### config.mk
export PLATFORM = sky130hd
export DESIGN_NAME = priv_event_counter
export DESIGN_NICKNAME = d
export VERILOG_FILES = /design/src/rtl/evc_pkg.sv /design/src/rtl/evc_cfg_reg.sv /design/src/rtl/evc_event_select.sv /design/src/rtl/evc_ctx_filter.sv /design/src/rtl/evc_count_reg.sv /design/src/rtl/priv_event_counter.sv
export SDC_FILE = /design/constraint.sdc
export NUM_CORES = 1
export LEC_CHECK = 0
export BUFFER_PORTS_ARGS = -buffer_cell sky130_fd_sc_hd__buf_2
export CORE_MARGIN = 2
export CORE_UTILIZATION = 49
export CTS_CLUSTER_DIAMETER = 150
export DETAILED_ROUTE_END_ITERATION = 7
export PLACE_DENSITY = 0.81
export SLEW_MARGIN = 20
export SYNTH_ARGS = -nofsm -noshare
export SYNTH_HDL_FRONTEND = slang
export SYNTH_SLANG_ARGS = --single-unit
### constraint.sdc
create_clock -name clk -period 3.3 [get_ports clk]
set_input_delay 0 -clock clk [delete_from_list [all_inputs] [get_ports clk]]
set_output_delay 0 -clock clk [all_outputs]
set_load 0.005 [all_outputs]
### src/rtl/evc_pkg.sv
package evc_pkg;

    localparam int CFG_W = 32;
    localparam int EVNUM_W = 16;
    localparam logic [15:0] HI_WINDOW_BASE = 16'h4000;
    // writable bits: everything except 25 and 22:16
    localparam logic [CFG_W-1:0] CFG_WMASK = 32'hFD80_FFFF;

    typedef enum logic [1:0] {
        PL_USER   = 2'd0,
        PL_KERNEL = 2'd1,
        PL_HYP    = 2'd2,
        PL_MON    = 2'd3
    } priv_lvl_t;

    typedef struct packed {
        logic                 sup_k;      // 31
        logic                 sup_u;      // 30
        logic                 ns_k;       // 29
        logic                 ns_u;       // 28
        logic                 en_hyp;     // 27
        logic                 mon_k;      // 26
        logic                 rsv_mt;     // 25
        logic                 sec_hyp;    // 24
        logic                 tx_block;   // 23
        logic [6:0]           rsv_mid;    // 22:16
        logic [EVNUM_W-1:0]   evnum;      // 15:0
    } evt_cfg_t;

    typedef struct packed {
        priv_lvl_t lvl;
        logic      secure;
        logic      in_tx;
    } exec_ctx_t;

    function automatic evt_cfg_t cfg_sanitize(input logic [CFG_W-1:0] raw);
        evt_cfg_t c;
        c = evt_cfg_t'(raw & CFG_WMASK);
        return c;
    endfunction

    function automatic logic level_admits(input evt_cfg_t c, input exec_ctx_t x);
        logic ok;
        unique case (x.lvl)
            PL_USER:   ok = x.secure ? ~c.sup_u : ~(c.ns_u ^ c.sup_u);
            PL_KERNEL: ok = x.secure ? ~c.sup_k : ~(c.ns_k ^ c.sup_k);
            PL_HYP:    ok = x.secure ? (c.sec_hyp ^ c.en_hyp) : c.en_hyp;
            default:   ok = ~(c.mon_k ^ c.sup_k);
        endcase
        return ok;
    endfunction

    function automatic logic [EVNUM_W-1:0] slot_code(input int slot, input int lo_events);
        logic [EVNUM_W-1:0] code;
        if (slot < lo_events) code = EVNUM_W'(slot);
        else                  code = HI_WINDOW_BASE + EVNUM_W'(slot - lo_events);
        return code;
    endfunction

endpackage

### src/rtl/evc_cfg_reg.sv
module evc_cfg_reg
    import evc_pkg::*;
(
    input  logic             clk,
    input  logic             rst,
    input  logic             wr_cfg,
    input  logic [CFG_W-1:0] wr_data,
    output evt_cfg_t         cfg
);

    evt_cfg_t cfg_q;

    always_ff @(posedge clk) begin
        if (rst) begin
            cfg_q <= '0;
        end else if (wr_cfg) begin
            cfg_q <= cfg_sanitize(wr_data);
        end
    end

    assign cfg = cfg_q;

endmodule

### src/rtl/evc_event_select.sv
module evc_event_select
    import evc_pkg::*;
#(
    parameter int LO_EVENTS = 48,
    parameter int HI_EVENTS = 16,
    localparam int EVT_W = LO_EVENTS + HI_EVENTS
) (
    input  logic [EVNUM_W-1:0] evnum,
    input  logic [EVT_W-1:0]   evt_in,
    output logic               evt_hit
);

    logic [EVT_W-1:0] slot_match;

    for (genvar s = 0; s < EVT_W; s++) begin : g_slot
        localparam logic [EVNUM_W-1:0] CODE = slot_code(s, LO_EVENTS);
        assign slot_match[s] = (evnum == CODE);
    end

    assign evt_hit = |(slot_match & evt_in);

endmodule

### src/rtl/evc_ctx_filter.sv
module evc_ctx_filter
    import evc_pkg::*;
(
    input  evt_cfg_t  cfg,
    input  exec_ctx_t ctx,
    output logic      ctx_pass
);

    logic lvl_ok;
    logic tx_ok;

    always_comb begin
        lvl_ok   = level_admits(cfg, ctx);
        tx_ok    = ~(cfg.tx_block & ctx.in_tx);
        ctx_pass = lvl_ok & tx_ok;
    end

endmodule

### src/rtl/evc_count_reg.sv
module evc_count_reg #(
    parameter int CNT_W = 32
) (
    input  logic             clk,
    input  logic             rst,
    input  logic             load,
    input  logic [CNT_W-1:0] load_val,
    input  logic             inc,
    output logic [CNT_W-1:0] value
);

    logic [CNT_W-1:0] cnt_q;

    always_ff @(posedge clk) begin
        if (rst) begin
            cnt_q <= '0;
        end else if (load) begin
            cnt_q <= load_val;
        end else if (inc) begin
            cnt_q <= cnt_q + CNT_W'(1);
        end
    end

    assign value = cnt_q;

endmodule

### src/rtl/priv_event_counter.sv
module priv_event_counter
    import evc_pkg::*;
#(
    parameter int LO_EVENTS = 48,
    parameter int HI_EVENTS = 16,
    parameter int CNT_W = 32,
    localparam int EVT_W = LO_EVENTS + HI_EVENTS
) (
    input  logic             clk,
    input  logic             rst,
    input  logic             wr_en,
    input  logic             wr_sel,
    input  logic [31:0]      wr_data,
    input  logic [EVT_W-1:0] evt_in,
    input  logic [1:0]       priv_lvl,
    input  logic             secure,
    input  logic             in_tx,
    output logic             count_en,
    output logic [CNT_W-1:0] count_value,
    output logic [31:0]      cfg_rdata
);

    evt_cfg_t  cfg;
    exec_ctx_t ctx;
    logic      evt_hit;
    logic      ctx_pass;
    logic      wr_cfg;
    logic      wr_cnt;

    assign wr_cfg = wr_en & ~wr_sel;
    assign wr_cnt = wr_en & wr_sel;
    assign ctx    = '{lvl: priv_lvl_t'(priv_lvl), secure: secure, in_tx: in_tx};

    evc_cfg_reg u_cfg (
        .clk     (clk),
        .rst     (rst),
        .wr_cfg  (wr_cfg),
        .wr_data (wr_data),
        .cfg     (cfg)
    );

    evc_event_select #(
        .LO_EVENTS (LO_EVENTS),
        .HI_EVENTS (HI_EVENTS)
    ) u_sel (
        .evnum   (cfg.evnum),
        .evt_in  (evt_in),
        .evt_hit (evt_hit)
    );

    evc_ctx_filter u_flt (
        .cfg      (cfg),
        .ctx      (ctx),
        .ctx_pass (ctx_pass)
    );

    assign count_en = evt_hit & ctx_pass;

    evc_count_reg #(
        .CNT_W (CNT_W)
    ) u_cnt (
        .clk      (clk),
        .rst      (rst),
        .load     (wr_cnt),
        .load_val (CNT_W'(wr_data)),
        .inc      (count_en),
        .value    (count_value)
    );

    assign cfg_rdata = cfg;

endmodule

**After elaboration in Yosys (flattened, before gate mapping)**

Index checks and enable logic that the tools add are counted.

- Order comparisons: 0
- Divide/modulo/power cells: 0
- Shift-type cells: 0
- $add $sub $neg: 1
- Bitwise logic cells: 17
- Muxes and demuxes: 6
- Reduce and logical (&&, ||, !) cells: 4
- Multipliers: 0
- Eq/ne operators: 65

Operator list:

| operator | number |
|---|---|
| 16-bit by 15-bit equality test with 1-bit output (second input constant) | 16 |
| 16-bit by 5-bit equality test with 1-bit output (second input constant) | 16 |
| 16-bit by 6-bit equality test with 1-bit output (second input constant) | 16 |
| 16-bit by 4-bit equality test with 1-bit output (second input constant) | 8 |
| 64-bit bitwise AND | 1 |
| 16-bit by 3-bit equality test with 1-bit output (second input constant) | 4 |
| 32-bit 2-to-1 mux | 2 |
| 64-bit OR reduction | 1 |
| 32-bit by 1-bit adder with 32-bit output (second input constant) | 1 |
| 16-bit by 2-bit equality test with 1-bit output (second input constant) | 2 |
| 16-bit by 1-bit equality test with 1-bit output (second input constant) | 1 |
| 16-bit zero test | 1 |
| 1-bit NOT | 7 |
| 1-bit bitwise AND | 5 |
| 1-bit bitwise XOR | 4 |
| 1-bit 2-to-1 mux | 3 |
| 1-bit one-hot mux with 3 select lines | 1 |
| 2-bit by 1-bit equality test with 1-bit output (second input constant) | 1 |
| 2-bit equality test (second input constant) | 1 |
| 2-bit zero test | 1 |
| 2-bit nonzero test | 1 |

- ROM bits: 0
- Latch bits: 0
- Logic and storage cells: 103
- Output and inout bits: 65
- Memory bits (writable): 0
- Register bits: 56
- Memories kept: 0

**Logic depth before layout (Yosys ltp)**

- Depth in word-level cells: 8
- Depth in mapped cells: 13
- Mapped depth without buffers: 7

**Cells and area by module**

From an unflattened synthesis, not the netlist that was laid out.

- Cell total of the unflattened synthesis: 452
- Area total of the unflattened synthesis: 3,791.1 µm²

Modules (own cells, without submodules):

| module | instances | cells an instance | sequential area each (µm²) | area an instance (µm²) |
|---|---|---|---|---|
| evc_count_reg | 1 | 241 | 640.6 | 1,924.3 |
| evc_cfg_reg | 1 | 86 | 480.5 | 933.4 |
| evc_event_select | 1 | 110 | 0.0 | 819.5 |
| evc_ctx_filter | 1 | 12 | 0.0 | 91.3 |
| priv_event_counter | 1 | 3 | 0.0 | 22.5 |

**Least setup slack after synthesis**

No wires, ideal clock.

- Path type: register -> register
- From: register u_cfg.cfg_q, in the netlist u_cfg.cfg[3]
- To: register u_cnt.cnt_q[29] (netlist: u_cnt.value[29])
- Stages on the path, launching flop included: 10
- Clock period less this slack: 2,362 ps
- Library setup time: 116 ps
- Data required time: 3,184 ps
- Data arrival time: 2,247 ps
- Setup slack: 938 ps
- Cells stage by stage: dfxtp_1 buf_6 mux2i_1 o22ai_1 or4_4 o311ai_2 nand4_1 buf_2 a211o_1 and3_1

- Cells in the longest elaborated chain, start to end: 5
- Elaborated cells between the ends (all ways): 68
- Those cells by class: eq/ne (63); bitwise (2); reduce/logical (3)

RTL lines:

| item | line | text |
|---|---|---|
| start: declaration | evc_cfg_reg.sv:11 | `evt_cfg_t cfg_q;` |
| start signal: assignment | evc_cfg_reg.sv:17 | `cfg_q <= cfg_sanitize(wr_data);` |
| 16-bit by 1-bit equality test with 1-bit output, or another cell as far along | evc_event_select.sv:17 | `assign slot_match[s] = (evnum == CODE);` |
| 64-bit bitwise AND (*) | evc_event_select.sv:20 | `assign evt_hit = \|(slot_match & evt_in);` |
| 64-bit OR reduction (*) | evc_event_select.sv:20 |  |
| 1-bit bitwise AND (*) | priv_event_counter.sv:57 | `assign count_en = evt_hit & ctx_pass;` |
| 2-bit nonzero test (no source line) (*) | -- |  |
| end signal: assignment | evc_count_reg.sv:18 | `cnt_q <= load_val;` |
| end signal: assignment | evc_count_reg.sv:20 | `cnt_q <= cnt_q + CNT_W'(1);` |
| end: declaration | evc_count_reg.sv:12 | `logic [CNT_W-1:0] cnt_q;` |

Mark *: on every way between the ends. The rest lies on a longest branch, timed or not.
A chain may end at the register's enable or synchronous reset.

**Worst setup path after layout**

- From: register u_cfg.cfg_q, in the netlist u_cfg.cfg[3]
- To: register u_cnt.cnt_q[19] (netlist: u_cnt.value[19])

Same word-level chain as after synthesis.

==> flow_summary.toml <==
[status]
status = "complete, no violations"

[layout]
drive_gt1_share_pct = 29.6
antenna_cells = 0
nNetsFinal = 801
fin_util_pct = 62.7
area_growth_pct = 25.9

[sta]
finalSetupTns_ns = 0
fin_skew_ns = 0.00878
slew_headroom_pct = 33.9
rsz0062_at_grt = "no"
max_freq_mhz = 332
setup_viol = 0
hold_viol_final = 0
post-route-period-util_pct = 91.3
min_period_ns = 3.01
hold_ws_ns = 0.0224
tightest_slew_ns = 0.992
drv_slew = 0

[floorplanning]
num_rows = 33
die_x_um = 94.9
fp.dieArea_um2 = 9010
start_util_pct = 49.8
io-pin-count = 169
core_region_area_um2 = 8130
die_h_um = 94.9

[route]
dr_wl_met3_um = 1200
met2_length_um = 6260
drc = 0
wl_met1_um = 5350
top_layer = "met4"
via_per_inst = 6.10
ant_nets = 0
postRouteWirelength_um = 13000
drt_iter0_markers = 350
first_pass_iters = 5
routed-via-count = 4889
wl_per_cell_um = 16.2

[synthesis]
yosys.area.top_type_share_pct = 27.7
synth.yosys.seq_area_share_pct = 27.7
yosys_register_bits = 56
synth-edff-count = 0
synth_cell_types = 72
synth_top_cell_by_area = "dfxtp_1"
synthesis.area_um2 = 4050
ys.flop_type = "dfxtp_1"
synth.most_common_cell = "nand2_1"
synth_area_leaders = "dfxtp_1 28%, nand2_1 7.8%, a21oi_1 3.8%"
syn_inst = 534
yosysWarnings = 0
synthTopCellsByCount = "84 x nand2_1, 56 x dfxtp_1, 31 x a21oi_1, 31 x nor3_1, 26 x nand3_1"
avgSynthCellArea_um2 = 7.59
synthArstFlopShare_pct = 0

[global_route]
grt_overflow = 0
grt_max_degree = 32
grt_pass1_vias = 4373
grt_antenna_before_repair = 0
track_usage_pct = 27.7
grt_pass1_wl_um = 20200

[critical_path]
critPathLaunchType = "flop"
critPathKind = "flop to flop"
crit_arrival_ns = 3.22
setup.worst_path.end_class = "flop"
crit_path_max_fanout = 30
cp.required_ns = 3.51

[pwr]
pwr-share-clk_pct = 24.5
switching_power_mw = 0.561
netSwitchingFraction_pct = 33.4
p_int_mw = 1.12
pwr-share-comb_pct = 28.0
p_seq_share_pct = 47.5
ir_worst_vdd_uv = 186
power.density_nw_per_um2 = 329
power.leakage_nw = 2.16

[clocking]
root_buffer = "clkbuf_8"
path_clk_slew_ns = 0.10
cts_tree = "built"
insertion_delay_ns = 0.32
cts_made_buffers = 5
post_cts_resized = 0
cts_sinks = 56
ctsHtreeMaxLevel = 2
cts_buffer_depth = 2

[placement]
io_buffers = 160
dp_hpwl_um = 9330
place_congestion = 0.947

[hold_path]
hold_path.class = "input port to flop"

[job]
max_cap_viol_count = 0
cells by family after synthesis:
family | Yosys count | share of synthesized area, %
AO/OA/AOI/OAI | 130 | 22.4
XOR/XNOR | 3 | 0.649
AND/OR/NAND/NOR | 268 | 35.4
buffers and inverters | 62 | 9.91
flip-flops | 56 | 27.7
other | 1 | 0.0926
multiplexers | 13 | 3.61
adder cells (fa/ha/maj) | 1 | 0.309
state kept, by name, summed over array words and instances (netlist names):
| register | flops |
|---|---|
| u_cnt.value | 32 |
| u_cfg.cfg | 24 |
routing by layer:
| metal | vias up | track usage [%] |
|---|---|---|
| li1 | 2317 | - |
| met1 | 2277 | 36.0 |
| met2 | 272 | 45.9 |
| met3 | 23 | 5.59 |
| met4 | 0 | 9.18 |
| met5 | - | 0 |
power by group through the flow:
stage | Combinational [mW] | Sequential (mW) | Clock, mW
floorplan | 0.284 | 0.796 | 0
global placement | 0.424 | 0.805 | 0
detailed placement | 0.436 | 0.809 | 0
CTS | 0.462 | 0.794 | 0.416
global route | 0.513 | 0.805 | 0.446
finish | 0.470 | 0.796 | 0.411
worst paths after layout:
kind	cells after the start	to	startpoint	slack (ns)
worst max register to register	9	u_cnt.value[19]	u_cfg.cfg[3]	0.29
worst min-delay path	4	u_cnt.value[19]	wr_data[19]	0.02
worst min register to register	2	u_cfg.cfg[28]	u_cfg.cfg[28]	0.48
worst max-delay path	9	u_cnt.value[19]	u_cfg.cfg[3]	0.29
stage by stage:
stage | area [um^2] | total power [mW] | setup slack, ns | instances
floorplan | 4080 | 1.08 | 0.938 | 541
CTS | 5100 | 1.67 | 0.330 | 802
global route | 5100 | 1.76 | 0.0585 | 802
detailed placement | 4740 | 1.25 | 0.354 | 767
global placement | 4740 | 1.23 | 0.484 | 767
finish | 5100 | 1.68 | 0.286 | 802
cell type report:
class | instances | area (um^2)
multi-input combinational | 423 | 2550
sequential | 56 | 1120
tap | 105 | 131
timing repair buffer | 198 | 1150
fill | 710 | 3030
inverter | 12 | 45.0
clock inverter | 2 | 13.8
clock buffer | 6 | 82.6
critical path, stage by stage, from the launching register on:
cell and delay [ns]:
dfxtp_1 0.68, buf_4 0.36, mux2i_1 0.20, o21ai_0 0.08, a2111oi_0 0.46, a31o_2 0.26, nand4_1 0.09, buf_4 0.26
and3_1 0.20, a311o_1 0.31
layout by cell type, fill, tap and decap left out, types with 8 or more instances in the layout:
cell type,n
buf_2,160
nand2_1,84
dfxtp_1,56
a21oi_1,31
nor3_1,31
dlygate4sd3_1,27
nand3_1,26
o21ai_0,25
nor2_1,22
and3_1,17
nor4_1,17
inv_1,12
a31oi_1,12
nand4_1,12
buf_4,11
mux2i_1,9
nand3b_1,8
a211oi_1,8
and4_1,8
and2_1,8
conb_1,8
what timing repair did:
item | CTS | global route
buffers inserted | 0 | 0
hold buffers | 27 | 0
hold endpoints to repair | 31 | 0
Power figures use the tool's default switching activity.
